==> src/rtl/ssf_pkg.sv <==
package ssf_pkg;
   typedef enum logic [1:0] {
      MODE_ASYNC  = 2'd0,
      MODE_MONO   = 2'd1,
      MODE_BISYNC = 2'd2,
      MODE_SDLC   = 2'd3
   } ssf_mode_e;
endpackage

==> src/rtl/ssf_policy.sv <==
module ssf_policy
   import ssf_pkg::*;
#(
   parameter bit KEEP_LAST = 1'b1
) (
   input  logic [1:0] mode_i,
   input  logic       strip_en_i,
   input  logic       six_i,
   output logic       strip_on_o,
   output logic       defer_on_o
);
   ssf_mode_e mode_s;
   logic      short_mono;

   assign mode_s = ssf_mode_e'(mode_i);

   always_comb begin
      strip_on_o = strip_en_i
                 && (mode_s != MODE_SDLC)
                 && !((mode_s == MODE_BISYNC) && six_i);
      short_mono = six_i && (mode_s == MODE_MONO);
   end

   generate
      if (KEEP_LAST) begin : g_keep
         assign defer_on_o = strip_on_o && short_mono;
      end else begin : g_nokeep
         assign defer_on_o = 1'b0;
      end
   endgenerate
endmodule

==> src/rtl/ssf_match.sv <==
module ssf_match #(
   parameter int DATA_W = 8
) (
   input  logic [DATA_W-1:0] a_i,
   input  logic [DATA_W-1:0] b_i,
   output logic              eq_o
);
   logic [DATA_W-1:0] bit_eq;

   genvar gi;
   generate
      for (gi = 0; gi < DATA_W; gi++) begin : g_bit
         assign bit_eq[gi] = ~(a_i[gi] ^ b_i[gi]);
      end
   endgenerate

   assign eq_o = &bit_eq;
endmodule

==> src/rtl/ssf_defer.sv <==
module ssf_defer #(
   parameter int DATA_W = 8
) (
   input  logic              clk,
   input  logic              rst_n,
   input  logic              defer_on_i,
   input  logic              in_vld_i,
   input  logic [DATA_W-1:0] in_byte_i,
   input  logic              in_sync_i,
   output logic              emit_o,
   output logic [DATA_W-1:0] emit_byte_o
);
   logic              slot_vld;
   logic              slot_sync;
   logic [DATA_W-1:0] slot_byte;

   always_ff @(posedge clk) begin
      if (!rst_n || !defer_on_i) begin
         slot_vld  <= 1'b0;
         slot_sync <= 1'b0;
         slot_byte <= '0;
      end else if (in_vld_i) begin
         slot_vld  <= 1'b1;
         slot_sync <= in_sync_i;
         slot_byte <= in_byte_i;
      end
   end

   always_comb begin
      emit_o      = defer_on_i && in_vld_i && slot_vld && !(slot_sync && in_sync_i);
      emit_byte_o = slot_byte;
   end
endmodule

==> src/rtl/sync_strip_filter.sv <==
module sync_strip_filter #(
   parameter int DATA_W    = 8,
   parameter bit KEEP_LAST = 1'b1
) (
   input  logic              clk,
   input  logic              rst_n,
   input  logic              in_vld,
   input  logic [DATA_W-1:0] in_byte,
   input  logic [DATA_W-1:0] sync_cmp,
   input  logic              strip_en,
   input  logic [1:0]        mode,
   input  logic              six_bit_sync,
   output logic              wr_stb,
   output logic [DATA_W-1:0] wr_byte,
   output logic              crc_stb
);
   localparam int MIN_W = 6;

   generate
      if (DATA_W < MIN_W) begin : g_width_bad
         $error("sync_strip_filter: DATA_W must be at least %0d", MIN_W);
      end
   endgenerate

   logic              strip_on;
   logic              defer_on;
   logic              in_sync;
   logic              d_emit;
   logic [DATA_W-1:0] d_byte;
   logic              nxt_stb;
   logic [DATA_W-1:0] nxt_byte;

   ssf_policy #(.KEEP_LAST(KEEP_LAST)) u_policy (
      .mode_i     (mode),
      .strip_en_i (strip_en),
      .six_i      (six_bit_sync),
      .strip_on_o (strip_on),
      .defer_on_o (defer_on)
   );

   ssf_match #(.DATA_W(DATA_W)) u_match (
      .a_i  (in_byte),
      .b_i  (sync_cmp),
      .eq_o (in_sync)
   );

   ssf_defer #(.DATA_W(DATA_W)) u_defer (
      .clk         (clk),
      .rst_n       (rst_n),
      .defer_on_i  (defer_on),
      .in_vld_i    (in_vld),
      .in_byte_i   (in_byte),
      .in_sync_i   (in_sync),
      .emit_o      (d_emit),
      .emit_byte_o (d_byte)
   );

   always_comb begin
      if (defer_on) begin
         nxt_stb  = d_emit;
         nxt_byte = d_byte;
      end else begin
         nxt_stb  = in_vld && !(strip_on && in_sync);
         nxt_byte = in_byte;
      end
   end

   always_ff @(posedge clk) begin
      if (!rst_n) begin
         wr_stb  <= 1'b0;
         crc_stb <= 1'b0;
         wr_byte <= '0;
      end else begin
         wr_stb  <= nxt_stb;
         crc_stb <= nxt_stb;
         if (nxt_stb) wr_byte <= nxt_byte;
      end
   end
endmodule

==> config.mk <==
export PLATFORM = sky130hd
export DESIGN_NAME = sync_strip_filter
export DESIGN_NICKNAME = d
export VERILOG_FILES = /design/src/rtl/ssf_pkg.sv /design/src/rtl/ssf_policy.sv /design/src/rtl/ssf_match.sv /design/src/rtl/ssf_defer.sv /design/src/rtl/sync_strip_filter.sv
export SDC_FILE = /design/constraint.sdc
export NUM_CORES = 1
export LEC_CHECK = 0
export BUFFER_PORTS_ARGS = -buffer_cell sky130_fd_sc_hd__buf_2
export CORE_MARGIN = 2
export CORE_UTILIZATION = 45
export DETAILED_ROUTE_END_ITERATION = 8
export HOLD_SLACK_MARGIN = 0.12
export PLACE_DENSITY = 0.83
export SETUP_SLACK_MARGIN = 0.15
export SYNTH_ARGS = -nofsm -noshare
export SYNTH_HDL_FRONTEND = slang
export SYNTH_HIERARCHICAL = 1
export SYNTH_SLANG_ARGS = --single-unit
==> constraint.sdc <==
create_clock -name clk -period 1.9 [get_ports clk]
set_input_delay 0.095 -clock clk [delete_from_list [all_inputs] [get_ports clk]]
set_output_delay 0.095 -clock clk [all_outputs]
set_load 0.02 [all_outputs]
After elaboration in Yosys (flattened, before gate mapping)
Index checks and enable logic that the tools add are counted.

word-level totals
  register bits = 19
  logic and storage cells = 44

operators by class
  muxes and demuxes = 2
  bitwise logic cells = 16
  reductions and logical operators = 18
  equality and inequality tests = 3

operators by type and width
  cell                                            number
  logical AND 1 bit                               11
  two-way mux 8 bit                               1
  NOT 1 bit                                       8
  AND reduction 8 bit                             1
  XOR 1 bit                                       8
  zero test 1 bit                                 5
  == test 2 x 1 -> 1 bit (second input constant)  1
  == test 2 bit (second input constant)           1
  inequality test 2 bit (second input constant)   1
  logical OR 1 bit                                1
  two-way mux 1 bit                               1

Logic depth before layout (Yosys ltp)
Gate-level depths: netlist of run 1.

  depth after elaboration = 9
  gate-level depth with buffers = 6
  gate-level depth less buffers = 6

Modules after synthesis
Netlist of run 1, hierarchy kept.

by module, submodules not included
  module             cells an instance  area an instance (µm²)  instances
  sync_strip_filter  49                 470.5                   1
  ssf_defer          34                 356.6                   1
  ssf_match          11                 86.3                    1
  ssf_policy         3                  21.3                    1

Least setup slack after synthesis of run 1
Ideal clock, no wire load.

  kind = input-to-reg
  from = input port sync_cmp[2]
  to = register wr_byte[0]
  arrival = 1.128 ns
  setup slack = 0.701 ns
  stages on the path = 6
  setup time = 0.072 ns
  required time = 1.828 ns
  buffers on the path = 0
  cell sequence = xnor2_1 -> nand4_1 -> nor2_1 -> a21boi_1 -> mux2i_4 -> mux2i_1

on the way
  word-level cells in the longest chain between the ends = 7
  elaborated cells on any way between the ends = 10

ends and longest elaborated chain
  what                                         line                                      RTL
  from (decl)                                  sync_strip_filter.sv:9                    input logic [DATA_W-1:0] sync_cmp,
  XOR 1 bit (*)                                ssf_match.sv:13                           assign bit_eq[gi] = ~(a_i[gi] ^ b_i[gi]);
  NOT 1 bit (*)                                ssf_match.sv:13
  AND reduction 8 bit (*)                      ssf_match.sv:17                           assign eq_o = &bit_eq;
  via in_sync                                  sync_strip_filter.sv:27                   logic in_sync;
  logical AND 1 bit, on equally long branches  sync_strip_filter.sv:63, ssf_defer.sv:30
  zero test 1 bit, on equally long branches    sync_strip_filter.sv:63, ssf_defer.sv:30
  logical AND 1 bit, on equally long branches  sync_strip_filter.sv:63, ssf_defer.sv:30
  two-way mux 1 bit (*)                        sync_strip_filter.sv:59                   if (defer_on) begin
  to (signal assigned)                         sync_strip_filter.sv:76                   if (nxt_stb) wr_byte <= nxt_byte;
  to (decl)                                    sync_strip_filter.sv:14                   output logic [DATA_W-1:0] wr_byte,

The timed path passes the listed nets; every way through them passes the cells marked *.
A chain may end at the register's enable or synchronous reset.

Worst setup path in the final report of run 1
  from = input port in_byte[4]
  to = register wr_byte[1]

on the way
  word-level cells in the longest chain between the ends = 7
  elaborated cells on any way between the ends = 10

ends and longest elaborated chain
  what                                         line                                      RTL
  from (decl)                                  sync_strip_filter.sv:8                    input logic [DATA_W-1:0] in_byte,
  XOR 1 bit (*)                                ssf_match.sv:13
  NOT 1 bit (*)                                ssf_match.sv:13
  AND reduction 8 bit (*)                      ssf_match.sv:17
  via in_sync                                  sync_strip_filter.sv:27
  logical AND 1 bit, on equally long branches  sync_strip_filter.sv:63, ssf_defer.sv:30
  zero test 1 bit, on equally long branches    sync_strip_filter.sv:63, ssf_defer.sv:30
  logical AND 1 bit, on equally long branches  sync_strip_filter.sv:63, ssf_defer.sv:30
  two-way mux 1 bit (*)                        sync_strip_filter.sv:59

Marks and branches as above.

==> impl_metrics.prom, run 1 <==
# TYPE chip_impl_metric gauge
chip_impl_metric{name="dp_slack",unit="ns"} 0.392
chip_impl_metric{name="met2WireLength",unit="um"} 1030
chip_impl_metric{name="post_synth_num_cell_types",unit=""} 19
chip_impl_metric{name="netlist_area",unit="um2"} 935
chip_impl_metric{name="internal-power",unit="mW"} 0.573
chip_impl_info{name="regToRegEndpoint",value="wr_byte[1]"} 1
chip_impl_info{name="cts_tree",value="yes"} 1
chip_impl_metric{name="fmax",unit="MHz"} 598
chip_impl_info{name="top_layer",value="met4"} 1
chip_impl_metric{name="grt_remaining_overflow",unit=""} 0
chip_impl_metric{name="avgSynthCellArea",unit="um2"} 9.64
chip_impl_metric{name="floorplan.die.width",unit="um"} 49.6
chip_impl_metric{name="p_comb_share",unit="%"} 20.5
chip_impl_metric{name="hpwl",unit="um"} 1460
chip_impl_metric{name="dieArea",unit="um2"} 2460
chip_impl_metric{name="synthToLayoutAreaGrowth",unit="%"} 30.4
chip_impl_metric{name="timing.hold.worst_path_depth",unit=""} 3
chip_impl_metric{name="clkSlewWorstSetupHoldPaths",unit="ns"} 0.11
chip_impl_metric{name="p_switching",unit="mW"} 0.217
chip_impl_metric{name="post_layout_minimum_cycle_time",unit="ns"} 1.67
chip_impl_info{name="run_status",value="complete, no violations"} 1
chip_impl_metric{name="critPathArrivalTime",unit="ns"} 1.91
chip_impl_metric{name="worst_pin_slew",unit="ns"} 0.354
chip_impl_metric{name="synth_seq_cells",unit=""} 19
chip_impl_metric{name="track_usage",unit="%"} 18.3
chip_impl_metric{name="vias",unit=""} 801
chip_impl_metric{name="routed-wl-met3",unit="um"} 66
chip_impl_metric{name="hold_slack",unit="ns"} 0.182
chip_impl_metric{name="fill_cells",unit=""} 185
chip_impl_info{name="holdCritPathClass",value="in -> reg"} 1
chip_impl_metric{name="largest_fanout_on_the_critical_path",unit=""} 9
chip_impl_info{name="rr_startpoint",value="u_defer/slot_vld"} 1
chip_impl_metric{name="top_level_ports",unit=""} 33
chip_impl_metric{name="cts.repair.resized",unit=""} 0
chip_impl_metric{name="cp_slowest_stage_delay",unit="ns"} 0.54
chip_impl_metric{name="period_utilization_post_route",unit="%"} 88.1
chip_impl_metric{name="cts_max_path_buffers",unit=""} 2
chip_impl_metric{name="gp_routability_congestion",unit=""} 0.716
chip_impl_info{name="cts-root-buf",value="clkbuf_4"} 1
chip_impl_metric{name="clkLatencyLatePin",unit="ns"} 0.30
chip_impl_metric{name="placementRows",unit=""} 16
chip_impl_metric{name="synth_cells",unit=""} 97
chip_impl_info{name="rsz0062_at_grt",value="false"} 1
chip_impl_metric{name="irDropWorstVdd",unit="mV"} 0.465
chip_impl_metric{name="grt_pass1_vias",unit=""} 751
chip_impl_metric{name="power_density",unit="nW/um2"} 648
chip_impl_metric{name="drv_slew",unit=""} 0
chip_impl_metric{name="synth.yosys.warnings",unit=""} 6
chip_impl_metric{name="wire_length_of_the_first_global_routing_pass",unit="um"} 3310
chip_impl_metric{name="r2r.worst_path.cells",unit=""} 5
chip_impl_info{name="startpoint_type",value="input port"} 1
chip_impl_metric{name="antenna_found_initial",unit=""} 0
chip_impl_metric{name="core-area",unit="um2"} 1960
chip_impl_metric{name="setup_viol",unit=""} 0
chip_impl_metric{name="drc",unit=""} 0
chip_impl_metric{name="floorplan.initialDensity",unit="%"} 47.6
chip_impl_metric{name="die_height",unit="um"} 49.6
chip_impl_metric{name="power_frac_seq",unit="%"} 53.1
chip_impl_metric{name="setup.reg_to_reg.worst_slack",unit="ns"} 0.77
chip_impl_metric{name="finalWirelength",unit="um"} 2010
chip_impl_metric{name="postLayoutSetupSlackWorst",unit="ns"} 0.227
chip_impl_metric{name="timing.final.hold_violations",unit=""} 0
chip_impl_metric{name="synthesized_netlist_net_count",unit=""} 120
chip_impl_info{name="hold_path.startpoint",value="rst_n"} 1
chip_impl_metric{name="drt-met1-wl",unit="um"} 854
chip_impl_metric{name="tritoncts.num_buffers",unit=""} 3
chip_impl_metric{name="ratio_of_cells_with_drive_above_1_in_the_final_layout",unit="%"} 28.5
chip_impl_metric{name="drv_cap",unit=""} 0
chip_impl_info{name="endpoint_of_the_worst_hold_timing_path",value="wr_byte[5]"} 1
chip_impl_metric{name="post_drt_wl_per_cell",unit="um"} 12.2
chip_impl_metric{name="port-buffer-count",unit=""} 32
chip_impl_info{name="timing.critical_path.slowest_stage_cell",value="dlygate4sd3_1"} 1
chip_impl_metric{name="switching_share",unit="%"} 27.5
chip_impl_metric{name="slew_headroom",unit="%"} 76.4
chip_impl_metric{name="h-tree-depth",unit=""} 1
chip_impl_metric{name="layout.nets",unit=""} 161
chip_impl_info{name="setup.worst_path.end_class",value="register"} 1
chip_impl_metric{name="p_leak",unit="nW"} 0.533
chip_impl_metric{name="critical_path_required",unit="ns"} 2.14
chip_impl_metric{name="fin_setup_tns",unit="ns"} 0
chip_impl_metric{name="clock_sinks",unit=""} 19
chip_impl_metric{name="firstDrtPassIters",unit=""} 4
chip_impl_info{name="path_cells",value="dlygate4sd3_1 > buf_2 > xnor2_1 > nand4_1 > nor2_1 > a21boi_1 > mux2i_4 > buf_12 > mux2i_1"} 1
chip_impl_metric{name="ant_nets",unit=""} 0
chip_impl_metric{name="clock_power_share",unit="%"} 26.4
chip_impl_metric{name="antenna-diode-count",unit=""} 0
chip_impl_metric{name="detail_route.iter0.violations",unit=""} 14
chip_impl_info{name="criticalPathCategory",value="in -> reg"} 1
chip_impl_metric{name="clock_skew",unit="ns"} 0.00192
chip_impl_metric{name="routed_via_density",unit=""} 4.88
chip_impl_metric{name="synth_sequential_area_ratio",unit="%"} 40.7
chip_impl_metric{name="grt_max_degree",unit=""} 19
-- routing by layer --
metal  global-route usage [%]  vias up
met4                     10.2        0
met3                     4.55        5
met1                     20.9      368
met2                     30.9       19
met5                        0        -
li1                         -      409
-- flip-flops by register name (all words and copies together) (netlist names) --
name / cells
wr_byte: 8
u_defer/emit_byte_o: 8
u_defer/slot_vld: 1
u_defer/slot_sync: 1
crc_stb: 1
-- per-stage QoR --
stage	power, mW	util, %	std cells	cell area [um2]
detailed placement	0.571	55.6	151	1090
floorplan	0.521	-	97	935
global route	0.836	62.1	164	1220
global placement	0.567	55.6	151	1090
CTS	0.787	61.1	163	1200
finish	0.790	62.1	164	1220
-- synth_stat cells --
library cell / count / area share [%]
nor2b_1: 1 / 0.67
o21ai_1: 1 / 0.53
buf_2: 3 / 1.6
nand2_1: 9 / 3.6
mux2i_4: 1 / 2.4
nor2_1: 12 / 4.8
nand2b_1: 8 / 5.4
dfxtp_1: 19 / 41
nand3_1: 1 / 0.53
a21oi_1: 1 / 0.53
buf_4: 1 / 0.80
and4b_1: 1 / 1.1
nand4_1: 2 / 1.3
xnor2_1: 8 / 7.5
buf_6: 2 / 2.4
mux2i_1: 17 / 18
o211ai_1: 8 / 6.4
a21boi_1: 1 / 0.80
and2_1: 1 / 0.67
-- power by group through the flow --
stage | clock network (mW) | registers (mW) | logic (mW)
finish | 0.208 | 0.419 | 0.162
global route | 0.240 | 0.422 | 0.174
CTS | 0.212 | 0.419 | 0.155
detailed placement | 0 | 0.429 | 0.143
global placement | 0 | 0.428 | 0.140
floorplan | 0 | 0.445 | 0.0762
-- worst max path at each step --
stage | from | endpoint | cells after the start
floorplan | sync_cmp[2] | wr_byte[0] | 6
global placement | in_byte[2] | wr_byte[1] | 7
detailed placement | in_byte[4] | wr_byte[1] | 7
CTS | in_byte[4] | wr_byte[1] | 8
global route | in_byte[4] | wr_byte[6] | 9
finish | in_byte[4] | wr_byte[1] | 9
-- cell type report --
cell class / count / area, um2 / share of cell area [%]
repair buffers: 42 / 268 / 22.0
well taps: 27 / 33.8 / 2.77
clock buffers: 3 / 22.5 / 1.85
clock inverters: 1 / 5.00 / 0.411
multi-input cells: 72 / 509 / 41.8
flip-flops and latches: 19 / 380 / 31.2
-- cells by family after synthesis --
| kind of cell | share of synthesized area, % |
|---|---|
| flip-flops | 40.7 |
| multiplexers | 20.6 |
| AND/OR/NAND/NOR | 18.1 |
| buffers and inverters | 4.82 |
| XOR/XNOR | 7.50 |
| AO/OA/AOI/OAI | 8.30 |
-- worst max-delay path: cells and delay by family --
family                    cells  cell delay [ns]
buffers and inverters         3             0.85
muxes                         2             0.36
xor gates and xnor gates      1             0.16
AOI/OAI and AO/OA             1             0.12
and+or+nand+nor               2             0.32
-- repair_timing --
action / in CTS / in global routing
endpoints found under the hold margin: 8 / 0
hold buffers: 8 / 0
buffers inserted: 0 / 1
endpoints found under the setup margin: 0 / 9
-- layout by cell type (no fill, tap or decap), types with 2 or more instances in the layout --
master,n
o211ai_1,8
xnor2_1,8
nand2b_1,8
nor2_1,12
dfxtp_1,19
buf_2,32
mux2i_1,17
dlygate4sd3_1,8
nand4_1,2
clkbuf_4,3
nand2_1,9
No activity file was read; power rests on OpenSTA's default activity.
==> run 2: changes to the inputs <==
--- a/config.mk
+++ b/config.mk
@@ -7,12 +7,12 @@
 export LEC_CHECK = 0
 export BUFFER_PORTS_ARGS = -buffer_cell sky130_fd_sc_hd__buf_2
 export CORE_MARGIN = 2
-export CORE_UTILIZATION = 45
+export CORE_UTILIZATION = 51
 export DETAILED_ROUTE_END_ITERATION = 8
 export HOLD_SLACK_MARGIN = 0.12
-export PLACE_DENSITY = 0.83
+export PLACE_DENSITY = 0.92
 export SETUP_SLACK_MARGIN = 0.15
 export SYNTH_ARGS = -nofsm -noshare
 export SYNTH_HDL_FRONTEND = slang
-export SYNTH_HIERARCHICAL = 1
 export SYNTH_SLANG_ARGS = --single-unit
+export TNS_END_PERCENT = 20
==> run 2 against run 1 <==
  * Routed wire length grew 16%
  * Final cell count unchanged
  * Die area down 13%
  * Critical path type is now reg -> reg
  * Critical endpoint unchanged
  * Highest routed layer unchanged
==> impl_metrics.prom, run 2 <==
# TYPE chip_impl_metric gauge
chip_impl_info{name="run_status",value="complete, no violations"} 1
chip_impl_info{name="synthTopCellsByArea",value="dfxtp_1, o221a_1, mux2i_1"} 1
chip_impl_metric{name="timing.final.hold_violations",unit=""} 0
chip_impl_metric{name="cp_slowest_stage_delay",unit="ns"} 0.36
chip_impl_metric{name="p_leak",unit="nW"} 0.518
chip_impl_metric{name="h-tree-depth",unit=""} 1
chip_impl_metric{name="ant_nets",unit=""} 0
chip_impl_metric{name="cts_max_path_buffers",unit=""} 2
chip_impl_metric{name="clock_sinks",unit=""} 19
chip_impl_info{name="rr_startpoint",value="u_defer.slot_sync"} 1
chip_impl_metric{name="irDropWorstVdd",unit="mV"} 0.588
chip_impl_metric{name="post_layout_minimum_cycle_time",unit="ns"} 1.62
chip_impl_metric{name="gp_routability_congestion",unit=""} 0.776
chip_impl_metric{name="fmax",unit="MHz"} 617
chip_impl_metric{name="clock_skew",unit="ns"} 0.00452
chip_impl_info{name="timing.critical_path.slowest_stage_cell",value="dfxtp_1"} 1
chip_impl_metric{name="post_synth_num_cell_types",unit=""} 21
chip_impl_metric{name="worst_pin_slew",unit="ns"} 0.364
chip_impl_metric{name="largest_fanout_on_the_critical_path",unit=""} 8
chip_impl_metric{name="wire_length_of_the_first_global_routing_pass",unit="um"} 3710
chip_impl_metric{name="grt_remaining_overflow",unit=""} 0
chip_impl_metric{name="hold_slack",unit="ns"} 0.140
chip_impl_metric{name="cts.repair.resized",unit=""} 0
chip_impl_metric{name="avgSynthCellArea",unit="um2"} 9.21
chip_impl_info{name="cts_tree",value="yes"} 1
chip_impl_info{name="critPathLaunch",value="u_defer.slot_sync"} 1
chip_impl_metric{name="power_density",unit="nW/um2"} 659
chip_impl_metric{name="top_level_ports",unit=""} 33
chip_impl_metric{name="cts_setup_buffers",unit=""} 0
chip_impl_metric{name="floorplan.die.width",unit="um"} 46.3
chip_impl_info{name="startpoint_type",value="register"} 1
chip_impl_info{name="worst_path_dominant_cell_family",value="compound AO/OA/AOI/OAI gates"} 1
chip_impl_info{name="ys_dominant_reg_cell",value="dfxtp_1"} 1
chip_impl_metric{name="port-buffer-count",unit=""} 32
chip_impl_metric{name="synth.yosys.warnings",unit=""} 0
chip_impl_metric{name="detail_route.iter0.violations",unit=""} 31
chip_impl_info{name="most_frequent_standard_cell_in_the_layout_excluding_fill_and_tap_cells",value="buf_2"} 1
chip_impl_metric{name="die_height",unit="um"} 46.3
chip_impl_metric{name="grt_max_degree",unit=""} 16
chip_impl_metric{name="critical_path_required",unit="ns"} 2.09
chip_impl_metric{name="firstDrtPassIters",unit=""} 4
chip_impl_metric{name="vias",unit=""} 900
chip_impl_metric{name="layout.nets",unit=""} 163
chip_impl_metric{name="critPathBufInv",unit=""} 0
chip_impl_metric{name="netlist_area",unit="um2"} 912
chip_impl_metric{name="slew_headroom",unit="%"} 75.7
chip_impl_info{name="critPathCapture",value="wr_byte[1]"} 1
chip_impl_metric{name="drc",unit=""} 0
chip_impl_info{name="layout.cells.most_common_list",value="buf_2, dfxtp_1, nor2_1"} 1
chip_impl_metric{name="antenna-diode-count",unit=""} 0
chip_impl_metric{name="drv_cap",unit=""} 0
chip_impl_metric{name="synthToLayoutAreaGrowth",unit="%"} 31.3
chip_impl_info{name="rsz0062_at_grt",value="false"} 1
chip_impl_metric{name="post_drt_wl_per_cell",unit="um"} 14.1
chip_impl_metric{name="synth_sequential_area_ratio",unit="%"} 41.7
chip_impl_metric{name="finalWirelength",unit="um"} 2320
chip_impl_metric{name="period_utilization_post_route",unit="%"} 85.3
chip_impl_info{name="netlist_top_cells_count",value="dfxtp_1, nor2_1, inv_1"} 1
chip_impl_info{name="hold_path.startpoint",value="in_byte[4]"} 1
chip_impl_metric{name="critPathArrivalTime",unit="ns"} 1.81
chip_impl_metric{name="synthesized_netlist_net_count",unit=""} 122
chip_impl_metric{name="tritoncts.num_buffers",unit=""} 3
chip_impl_metric{name="ratio_of_cells_with_drive_above_1_in_the_final_layout",unit="%"} 28.8
chip_impl_info{name="path_cells",value="and2b_2 > o21a_1 > o41ai_4 > a21oi_2 > o221a_1"} 1
chip_impl_metric{name="core-area",unit="um2"} 1710
chip_impl_metric{name="placementRows",unit=""} 15
chip_impl_metric{name="hpwl",unit="um"} 1590
chip_impl_metric{name="grt_pass1_vias",unit=""} 855
chip_impl_info{name="criticalPathCategory",value="reg -> reg"} 1
chip_impl_metric{name="fraction_of_registers_with_async_set_or_reset_after_synthesis",unit="%"} 0
chip_impl_metric{name="synth_seq_cells",unit=""} 19
chip_impl_info{name="yosysTopAreaCell",value="dfxtp_1"} 1
chip_impl_info{name="synth.most_common_cell",value="dfxtp_1"} 1
chip_impl_metric{name="clkSlewWorstSetupHoldPaths",unit="ns"} 0.11
chip_impl_metric{name="dp_slack",unit="ns"} 0.301
chip_impl_metric{name="floorplan.initialDensity",unit="%"} 53.4
chip_impl_metric{name="clkLatencyLatePin",unit="ns"} 0.29
chip_impl_metric{name="setup.reg_to_reg.worst_slack",unit="ns"} 0.28
chip_impl_metric{name="synth_cells",unit=""} 99
chip_impl_metric{name="area_fraction_of_the_dominant_cell_type_after_synthesis",unit="%"} 41.7
chip_impl_info{name="setup.worst_path.end_class",value="register"} 1
chip_impl_metric{name="track_usage",unit="%"} 25.1
chip_impl_metric{name="r2r.worst_path.cells",unit=""} 5
chip_impl_metric{name="routed_via_density",unit=""} 5.49
chip_impl_metric{name="drv_slew",unit=""} 0
chip_impl_metric{name="timing.hold.worst_path_depth",unit=""} 3
chip_impl_info{name="cts-root-buf",value="clkbuf_4"} 1
chip_impl_metric{name="synth_edf_count",unit=""} 0
chip_impl_metric{name="worst-path-stages",unit=""} 5
chip_impl_metric{name="dieArea",unit="um2"} 2140
chip_impl_info{name="holdCritPathClass",value="in -> reg"} 1
chip_impl_info{name="regToRegEndpoint",value="wr_byte[1]"} 1
chip_impl_metric{name="antenna_found_initial",unit=""} 0
chip_impl_metric{name="postLayoutSetupSlackWorst",unit="ns"} 0.280
chip_impl_metric{name="fin_setup_tns",unit="ns"} 0
chip_impl_metric{name="setup_viol",unit=""} 0
## run 2: changes by cell type after synthesis, sizes merged, moves of 5 or more
cell,previous run,this run
inv,0,11
o211ai,8,0
a31oi,0,8
mux2i,18,8
nand2b,8,0
o221a,0,8
nor2,12,17
nand2,9,3
## run 2: metrics by stage
step | power [mW] | instances | area (um2) | utilization (%)
floorplan | 0.524 | 99 | 912 | -
global placement | 0.575 | 152 | 1090 | 63.9
detailed placement | 0.581 | 152 | 1090 | 63.9
CTS | 0.793 | 164 | 1200 | 70.1
global route | 0.820 | 164 | 1200 | 70.1
finish | 0.789 | 164 | 1200 | 70.1
## run 2: cell type report
| type | count | area (um2) |
|---|---|---|
| Tap cell | 25 | 31.3 |
| Inverter | 11 | 41.3 |
| Multi-Input combinational cell | 63 | 463 |
| Sequential cell | 19 | 380 |
| Timing Repair Buffer | 42 | 255 |
| Fill cell | 143 | 510 |
| Clock buffer | 4 | 26.3 |
## run 2: per-layer routing
| metal | part of all wire (%) | vias to the layer above | track usage (%) | routed length [um] |
|---|---|---|---|---|
| li1 | - | 425 | - | - |
| met1 | 37 | 405 | 27.2 | 852 |
| met2 | 52 | 56 | 43.9 | 1200 |
| met3 | 7.5 | 14 | 5.10 | 173 |
| met4 | 4.1 | 0 | 15.4 | 94 |
| met5 | 0 | - | 0 | 0 |
## run 2: timing repair
action                                  CTS  global route
hold buffers                              8             0
endpoints found under the setup margin    0             9
hold endpoints to repair                 15             0
## run 2: worst register-to-register path, cell delays in order (launching register included)
cell,delay (ns)
dfxtp_1,0.36
and2b_2,0.23
o21a_1,0.19
o41ai_4,0.34
a21oi_2,0.14
o221a_1,0.27
## run 2: kinds of logic after synthesis
kind of cell	Yosys count	share of synthesized area, %
flip-flops	19	41.7
buffers and inverters	17	7.55
AND/OR/NAND/NOR	25	12.2
XOR/XNOR	8	7.68
multiplexers	8	8.78
AO/OA/AOI/OAI	22	22.1
## run 2: how the worst min path moves through the flow
stage / endpoint
after detailed placement: u_defer.emit_byte_o[7]
after global placement: u_defer.emit_byte_o[3]
after CTS: u_defer.emit_byte_o[4]
final: u_defer.emit_byte_o[4]
after floorplan: u_defer.emit_byte_o[0]
after global routing: u_defer.emit_byte_o[4]
## run 2: power by group
group	switching, mW	internal, mW
logic	0.0869	0.0797
clock network	0.119	0.0816
registers	0.00795	0.413
